--- config.mk ---
export PLATFORM = sky130hd
export DESIGN_NAME = card_slot_regs
export DESIGN_NICKNAME = d
export VERILOG_FILES = /design/src/rtl/card_slot_pkg.sv /design/src/rtl/card_slot_sync.sv /design/src/rtl/card_slot_status.sv /design/src/rtl/card_slot_decode.sv /design/src/rtl/card_slot_regs.sv
export SDC_FILE = /design/constraint.sdc
export NUM_CORES = 1
export LEC_CHECK = 0
export ABC_AREA = 1
export BUFFER_PORTS_ARGS = -buffer_cell sky130_fd_sc_hd__clkbuf_2
export CORE_MARGIN = 2
export CORE_UTILIZATION = 29
export DETAILED_ROUTE_END_ITERATION = 12
export GPL_TIMING_DRIVEN = 0
export PLACE_DENSITY = 0.81
export SLEW_MARGIN = 15
export SYNTH_ARGS = -nofsm -noshare
export SYNTH_HDL_FRONTEND = slang
export SYNTH_SLANG_ARGS = --single-unit
--- constraint.sdc ---
create_clock -name clk -period 2 [get_ports clk]
set_input_delay 0.5 -clock clk [delete_from_list [all_inputs] [get_ports clk]]
set_output_delay 0.5 -clock clk [all_outputs]
set_load 0.005 [all_outputs]
--- src/rtl/card_slot_pkg.sv ---
package card_slot_pkg;

    localparam int WORD_W = 32;
    localparam int WP_POS   = 0;
    localparam int CARD_POS = 3;

    localparam logic [WORD_W-1:0] IDENT_WORD  = 32'h4103_4003;
    localparam logic [WORD_W-1:0] DECODE_WORD = 32'h0000_0011;

    typedef enum logic [1:0] {
        IX_IDENT  = 2'd0,
        IX_FLASH  = 2'd1,
        IX_STATUS = 2'd2,
        IX_DECODE = 2'd3
    } reg_ix_e;

    typedef struct packed {
        logic card;
        logic wp;
    } slot_stat_t;

    typedef struct packed {
        logic card;
        logic wp;
    } slot_pins_t;

    function automatic logic [WORD_W-1:0] pack_status(slot_stat_t s);
        logic [WORD_W-1:0] w;
        w = '0;
        w[WP_POS]   = s.wp;
        w[CARD_POS] = s.card;
        return w;
    endfunction

endpackage

--- src/rtl/card_slot_sync.sv ---
module card_slot_sync #(
    parameter int W      = 2,
    parameter int STAGES = 2
) (
    input  logic         clk,
    input  logic         rst,
    input  logic [W-1:0] d,
    output logic [W-1:0] q
);
    logic [W-1:0] pipe [STAGES];

    always_ff @(posedge clk) begin
        if (rst) pipe[0] <= '0;
        else     pipe[0] <= d;
    end

    for (genvar s = 1; s < STAGES; s++) begin : g_stage
        always_ff @(posedge clk) begin
            if (rst) pipe[s] <= '0;
            else     pipe[s] <= pipe[s-1];
        end
    end

    assign q = pipe[STAGES-1];
endmodule

--- src/rtl/card_slot_status.sv ---
module card_slot_status
    import card_slot_pkg::*;
(
    input  logic       clk,
    input  logic       rst,
    input  slot_pins_t pins_s,
    input  logic       clr_card,
    output slot_stat_t stat_q
);
    always_ff @(posedge clk) begin
        if (rst) begin
            stat_q <= '0;
        end else begin
            stat_q.wp   <= pins_s.wp;
            // a pending arrival outranks a simultaneous clear
            stat_q.card <= pins_s.card | (stat_q.card & ~clr_card);
        end
    end
endmodule

--- src/rtl/card_slot_decode.sv ---
module card_slot_decode
    import card_slot_pkg::*;
#(
    parameter int IDX_W = 4
) (
    input  logic              bus_sel,
    input  logic              bus_we,
    input  logic [IDX_W-1:0]  bus_idx,
    input  logic [WORD_W-1:0] bus_wdata,
    input  slot_stat_t        stat_q,
    output logic              clr_card,
    output logic [WORD_W-1:0] rdata
);
    logic    in_window;
    reg_ix_e ix;

    assign in_window = ((bus_idx >> 2) == '0);
    assign ix        = reg_ix_e'(bus_idx[1:0]);

    always_comb begin
        rdata = '0;
        if (in_window) begin
            unique case (ix)
                IX_IDENT:  rdata = IDENT_WORD;
                IX_FLASH:  rdata = '0;
                IX_STATUS: rdata = pack_status(stat_q);
                IX_DECODE: rdata = DECODE_WORD;
                default:   rdata = '0;
            endcase
        end
    end

    assign clr_card = bus_sel && bus_we && in_window && (ix == IX_STATUS)
                      && bus_wdata[CARD_POS];
endmodule

--- src/rtl/card_slot_regs.sv ---
module card_slot_regs
    import card_slot_pkg::*;
#(
    parameter int IDX_W       = 4,
    parameter int SYNC_STAGES = 2
) (
    input  logic              clk,
    input  logic              rst,
    input  logic              bus_sel,
    input  logic              bus_we,
    input  logic [IDX_W-1:0]  bus_idx,
    input  logic [WORD_W-1:0] bus_wdata,
    output logic [WORD_W-1:0] bus_rdata,
    input  logic              wp_pin,
    input  logic              card_pin,
    output logic              card_irq
);
    localparam int PIN_W = $bits(slot_pins_t);

    slot_pins_t pins_raw;
    slot_pins_t pins_s;
    slot_stat_t stat_q;
    logic       clr_card;
    logic       wp_sync;
    logic       card_sync;
    logic       wp_bit;
    logic       card_bit;

    assign pins_raw.wp   = wp_pin;
    assign pins_raw.card = card_pin;

    card_slot_sync #(.W(PIN_W), .STAGES(SYNC_STAGES)) u_sync (
        .clk (clk),
        .rst (rst),
        .d   (pins_raw),
        .q   (pins_s)
    );

    card_slot_status u_status (
        .clk      (clk),
        .rst      (rst),
        .pins_s   (pins_s),
        .clr_card (clr_card),
        .stat_q   (stat_q)
    );

    card_slot_decode #(.IDX_W(IDX_W)) u_decode (
        .bus_sel   (bus_sel),
        .bus_we    (bus_we),
        .bus_idx   (bus_idx),
        .bus_wdata (bus_wdata),
        .stat_q    (stat_q),
        .clr_card  (clr_card),
        .rdata     (bus_rdata)
    );

    assign wp_sync   = pins_s.wp;
    assign card_sync = pins_s.card;
    assign wp_bit    = stat_q.wp;
    assign card_bit  = stat_q.card;
    assign card_irq  = stat_q.card;
endmodule

; ---- After elaboration in Yosys (flattened, before gate mapping)
; Memories as Yosys holds them, arrays and structs flattened.
; Cells that the tools add are included.
[classes]
bitwise_logic = 5
n_reduce_logical = 6
muxes = 7
eq_ne = 3
[op_table]
columns = operator, count
row1 = 32-bit case mux with 4 select lines, 1
row2 = 32-bit 2-to-1 mux, 1
row3 = 2-bit equality test (second input constant), 2
row4 = 1-bit logical AND, 4
row5 = 4-bit logical NOT, 1
row6 = 2-bit 2-to-1 mux, 2
row7 = 1-bit 2-to-1 mux, 3
row8 = 1-bit OR, 3
row9 = 2-bit by 1-bit equality test with 1-bit output (second input constant), 1
row10 = 2-bit logical NOT, 1
row11 = 1-bit AND, 1
row12 = 1-bit NOT, 1
[totals]
inputBits = 42
mem_bits_rw = 4
n_memories = 1
ff_bits = 2
[memory_table]
columns = name, depth, width, rd, rd_clocked_by_memory_dff, write_ports, line
row1 = u_sync.pipe, 2, 2, 2, 0, 2, card_slot_sync.sv:10  ; logic [W-1:0] pipe [STAGES];

; ---- Logic depth before layout (Yosys ltp)
[depth]
ltp_word = 7
ltp_mapped = 5
ltp_nobuf = 5

; ---- Cells and area by module
; From an unflattened synthesis, not the netlist that was laid out.
[unflattened]
cells_unflattened = 68
hier_area_um2 = 474.2
[modules_own_cells]
columns = mod, cells_per_inst, n_inst, area_per_inst_um2
row1 = card_slot_decode, 48, 1, 296.5
row2 = card_slot_sync, 12, 1, 110.1
row3 = card_slot_status, 8, 1, 67.6

; ---- Worst setup path after synthesis
; OpenSTA, ideal clock, no wires.
[synth_timing]
path_kind = input -> output
startpoint = input bus_idx[3]
endpoint = output bus_rdata[14]
arrival_ns = 1.284
path_slack_ns = 0.216
required_time_ns = 1.500
cell_stages = 4
cell_sequence = nor2_2 inv_2 nor3_1 buf_4
[synth_between]
elab_chain_cells = 2
[synth_rtl]
columns = element, line
row1 = from (decl), card_slot_regs.sv:11  ; input logic [IDX_W-1:0] bus_idx,
row2 = 4-bit logical NOT, card_slot_decode.sv:17  ; assign in_window = ((bus_idx >> 2) == '0);
row3 = 32-bit 2-to-1 mux, card_slot_decode.sv:22  ; if (in_window) begin
row4 = to (decl), card_slot_regs.sv:13  ; output logic [WORD_W-1:0] bus_rdata,
; No other way between the ends.

; ---- Worst setup path in the final report
[layout_timing]
startpoint = input bus_idx[3]
endpoint = output bus_rdata[24]
; Same word-level chain as after synthesis.

==> impl_table.tex <==
\begin{tabular}{lr}
\hline
Metric & Value \\
\hline
\multicolumn{2}{l}{\textbf{Status}} \\
Result of the run & finished clean \\
\multicolumn{2}{l}{\textbf{Floorplan}} \\
IO Pins & 75 \\
Die ar. & 1899 sq um \\
Area of the placeable core & 1489 sq um \\
Vertical extent of the die & 43.58 microns \\
Number of standard-cell rows in the floorplan & 14 \\
DIE WIDTH & 43.58 microns \\
Initial Utilization & 30.50\% \\
\multicolumn{2}{l}{\textbf{Flow run}} \\
Max-cap viol count & 0 \\
\multicolumn{2}{l}{\textbf{Yosys}} \\
Dominant cell by count in the synthesized netlist & sky130\_fd\_sc\_hd\_\_buf\_4 \\
Top cells by count, synth & sky130\_fd\_sc\_hd\_\_buf\_4, sky130\_fd\_sc\_hd\_\_nor2\_1, sky130\_fd\_sc\_hd\_\_inv\_1 \\
Post-synth design cell area & 454.2 sq um \\
Area fraction of the dominant cell type after synthesis & 46.28\% \\
Post-synthesis cell type count & 12 \\
Dominant synthesized flop cell & sky130\_fd\_sc\_hd\_\_dfxtp\_1 \\
Average instance area after synthesis & 7.209 sq um \\
Async set or reset register ratio after synthesis & 0\% \\
EDFF count, synth & 0 \\
Seq/Total Area, Yosys & 26.45\% \\
Synthesis warning total & 0 \\
Dominant cell type by area after synthesis & sky130\_fd\_sc\_hd\_\_buf\_4 \\
Gate count of the mapped netlist & 63 \\
Flop and latch count out of synthesis & 6 \\
Top post-synthesis cells by area & sky130\_fd\_sc\_hd\_\_buf\_4, sky130\_fd\_sc\_hd\_\_dfxtp\_1, sky130\_fd\_sc\_hd\_\_nor2\_1, sky130\_fd\_sc\_hd\_\_inv\_1, sky130\_fd\_sc\_hd\_\_nand2\_1 \\
\multicolumn{2}{l}{\textbf{Critical path}} \\
Peak per-stage delay on the critical path & 280 ps \\
Chain of cells forming the critical path & clkbuf\_2, nor2\_2, inv\_2, nor3\_2, buf\_4, clkbuf\_2 \\
Worst path most repeated cell & sky130\_fd\_sc\_hd\_\_clkbuf\_2 \\
Endpoint class of the critical path & output pin \\
Cell family contributing the most delay on the critical path & buffers and inverters \\
Crit path launch type & input pin \\
Cell with the biggest individual delay on the critical path & sky130\_fd\_sc\_hd\_\_nor3\_2 \\
Critical path type & in2out \\
Critical Path AT & 1340 ps \\
Largest fanout of any net on the critical path & 6 \\
Worst path required time & 1500 ps \\
Critical path buffers and inverters & 4 \\
\multicolumn{2}{l}{\textbf{CTS}} \\
CTS H-tree lvls & 1 \\
TritonCTS clock tree & done \\
Cells resized by post-CTS repair & 1 \\
CTS root buffer & sky130\_fd\_sc\_hd\_\_clkbuf\_4 \\
Clock buffer count from CTS & 3 \\
Clock latency reported for the late side of the worst-skew pair & 240 ps \\
Clock-pin transition on the worst setup and hold timing paths & 40 ps \\
Max Buffers Root-to-Sink & 2 \\
Clock sink total & 6 \\
Count of buffers added by post-CTS timing repair for setup & 0 \\
Hold-fix buffers at CTS & 0 \\
\multicolumn{2}{l}{\textbf{Power and ir drop}} \\
Power per unit of standard cell area & 460.8 nW/um\^{}2 \\
Leak & 0.4405 nW \\
Peak supply drop & 0.0003904 V \\
\multicolumn{2}{l}{\textbf{Global routing}} \\
Number of antenna violations at the first check in global routing & 0 \\
Via count of the first global-routing pass & 352 \\
Maximum number of pins on one net before global-route repair & 7 \\
Overall Global Routing Usage & 9.292\% \\
Wire length of the first global-routing pass & 1290 microns \\
Overflow left after global routing & 0 \\
\multicolumn{2}{l}{\textbf{Timing}} \\
WHS & 397.1 ps \\
RSZ-0062 raised after global routing & false \\
Sum Neg Setup Slack & 0 ps \\
Number of max-slew violations in the final report & 0 \\
Upper clock frequency limit & 544.0 MHz \\
Hold violation count in the final report & 0 \\
Share of the cycle needed by the critical path after routing & 91.92\% \\
Fin crit period & 1838 ps \\
Finish-stage setup viols & 0 \\
Skew final & 5.173 ps \\
\multicolumn{2}{l}{\textbf{Layout}} \\
Number of cells in the finished layout apart from fillers & 124 \\
Core occupancy in the finished layout & 45.97\% \\
Post-Layout Inst Area & 684.4 sq um \\
Total Nets Final & 152 \\
Antenna diodes & 0 \\
Share of cells above drive strength 1 & 50.93\% \\
Filler instances & 144 \\
Area added between synthesis and finish & 50.69\% \\
\multicolumn{2}{l}{\textbf{Drt}} \\
Drt first pass iters & 2 \\
Residual DRC count & 0 \\
Vias after detailed routing & 413 \\
Number of DRC markers in iteration 0 & 1 \\
Total length of routed wires & 754 microns \\
Antenna violation net count after detailed routing & 0 \\
Routed wire per std cell & 6.081 microns \\
DR vias/cell & 3.331 \\
\multicolumn{2}{l}{\textbf{Hold path}} \\
Path type of the worst min-delay path & reg2reg \\
\multicolumn{2}{l}{\textbf{Placement}} \\
Routability cong. & 0.6395 \\
Total half-perimeter wirelength after legalization and detailed placement & 673.2 microns \\
Number of I/O port buffers & 20 \\
Post-placement cell count & 121 \\
Placed cell areas & 656.9 sq um \\
\hline
\end{tabular}
==> power by group <==
| part | switching, mW | total, mW | internal, mW |
|---|---|---|---|
| Sequential | 0.00163 | 0.127 | 0.125 |
| Clock | 0.0392 | 0.107 | 0.0676 |
| Combinational | 0.0343 | 0.0815 | 0.0473 |
==> sequential cells by signal (all words and copies together), names as in the netlist <==
register and flops:
u_sync.pipe 4, u_status.stat_q 2
==> kinds of logic (layout without fill, tap and decap cells) <==
kind of cell / after synthesis / after routing / synth area share (%)
AO/OA/AOI/OAI: 2 / 2 / 3.582
buffers and inverters: 37 / 60 / 53.72
flip-flops: 6 / 6 / 26.45
other: 1 / 23 / 0.8257
AND/OR/NAND/NOR: 17 / 17 / 15.43
==> worst register-to-register path, cell delays in order (launching register included) <==
cell	delay, ps
sky130_fd_sc_hd__dfxtp_1	340
sky130_fd_sc_hd__nand2_1	70
sky130_fd_sc_hd__a21oi_2	100
==> final cells by class <==
cell class / count / area (sq um) / share of cell area (%)
sequential: 6 / 120.1 / 17.55
multi-input combinational: 42 / 177.7 / 25.96
tap: 16 / 20.02 / 2.925
buffer: 28 / 210.2 / 30.71
inverter: 9 / 33.78 / 4.936
timing repair buffer: 20 / 100.1 / 14.63
clock buffer: 3 / 22.52 / 3.291
==> per-layer routing <==
layer	GRT usage (%)	wire length [microns]	part of all wire, %	vias up
li1	-	-	-	228
met1	7.125	261	35	152
met2	17.35	356	47	33
met3	6.667	136	18	0
met4	3.636	0	0	0
met5	0	0	0	-
==> per-stage QoR <==
stage,power [mW],setup WS (ps)
6_report,0.3154,161.6
5_1_grt,0.3424,94.19
4_1_cts,0.3207,148.4
3_5_place_dp,0.2079,-48.22
3_3_place_gp,0.2065,25.30
2_1_floorplan,0.1881,215.8
==> cells in the final DEF (no fill, tap or decap), drive strengths merged <==
| master | count |
|---|---|
| nand2 | 4 |
| nor3 | 2 |
| a211oi | 1 |
| nor2 | 10 |
| buf | 28 |
| conb | 23 |
| dfxtp | 6 |
| clkbuf | 23 |
| a21oi | 1 |
| nand3 | 1 |
| inv | 9 |
==> final timing paths <==
check | start | to | slack (ps) | cells past startpoint
worst max register to register | u_status.stat_q[1] | u_status.stat_q[1] | 1430 | 2
worst min-delay path | u_sync.pipe[0][1] | u_sync.pipe[1][1] | 400 | 2
worst min register to register | u_sync.pipe[0][1] | u_sync.pipe[1][1] | 400 | 2
worst max-delay path | bus_idx[3] | bus_rdata[24] | 160 | 6
Note: power is estimated with default switching activity, not from simulation.
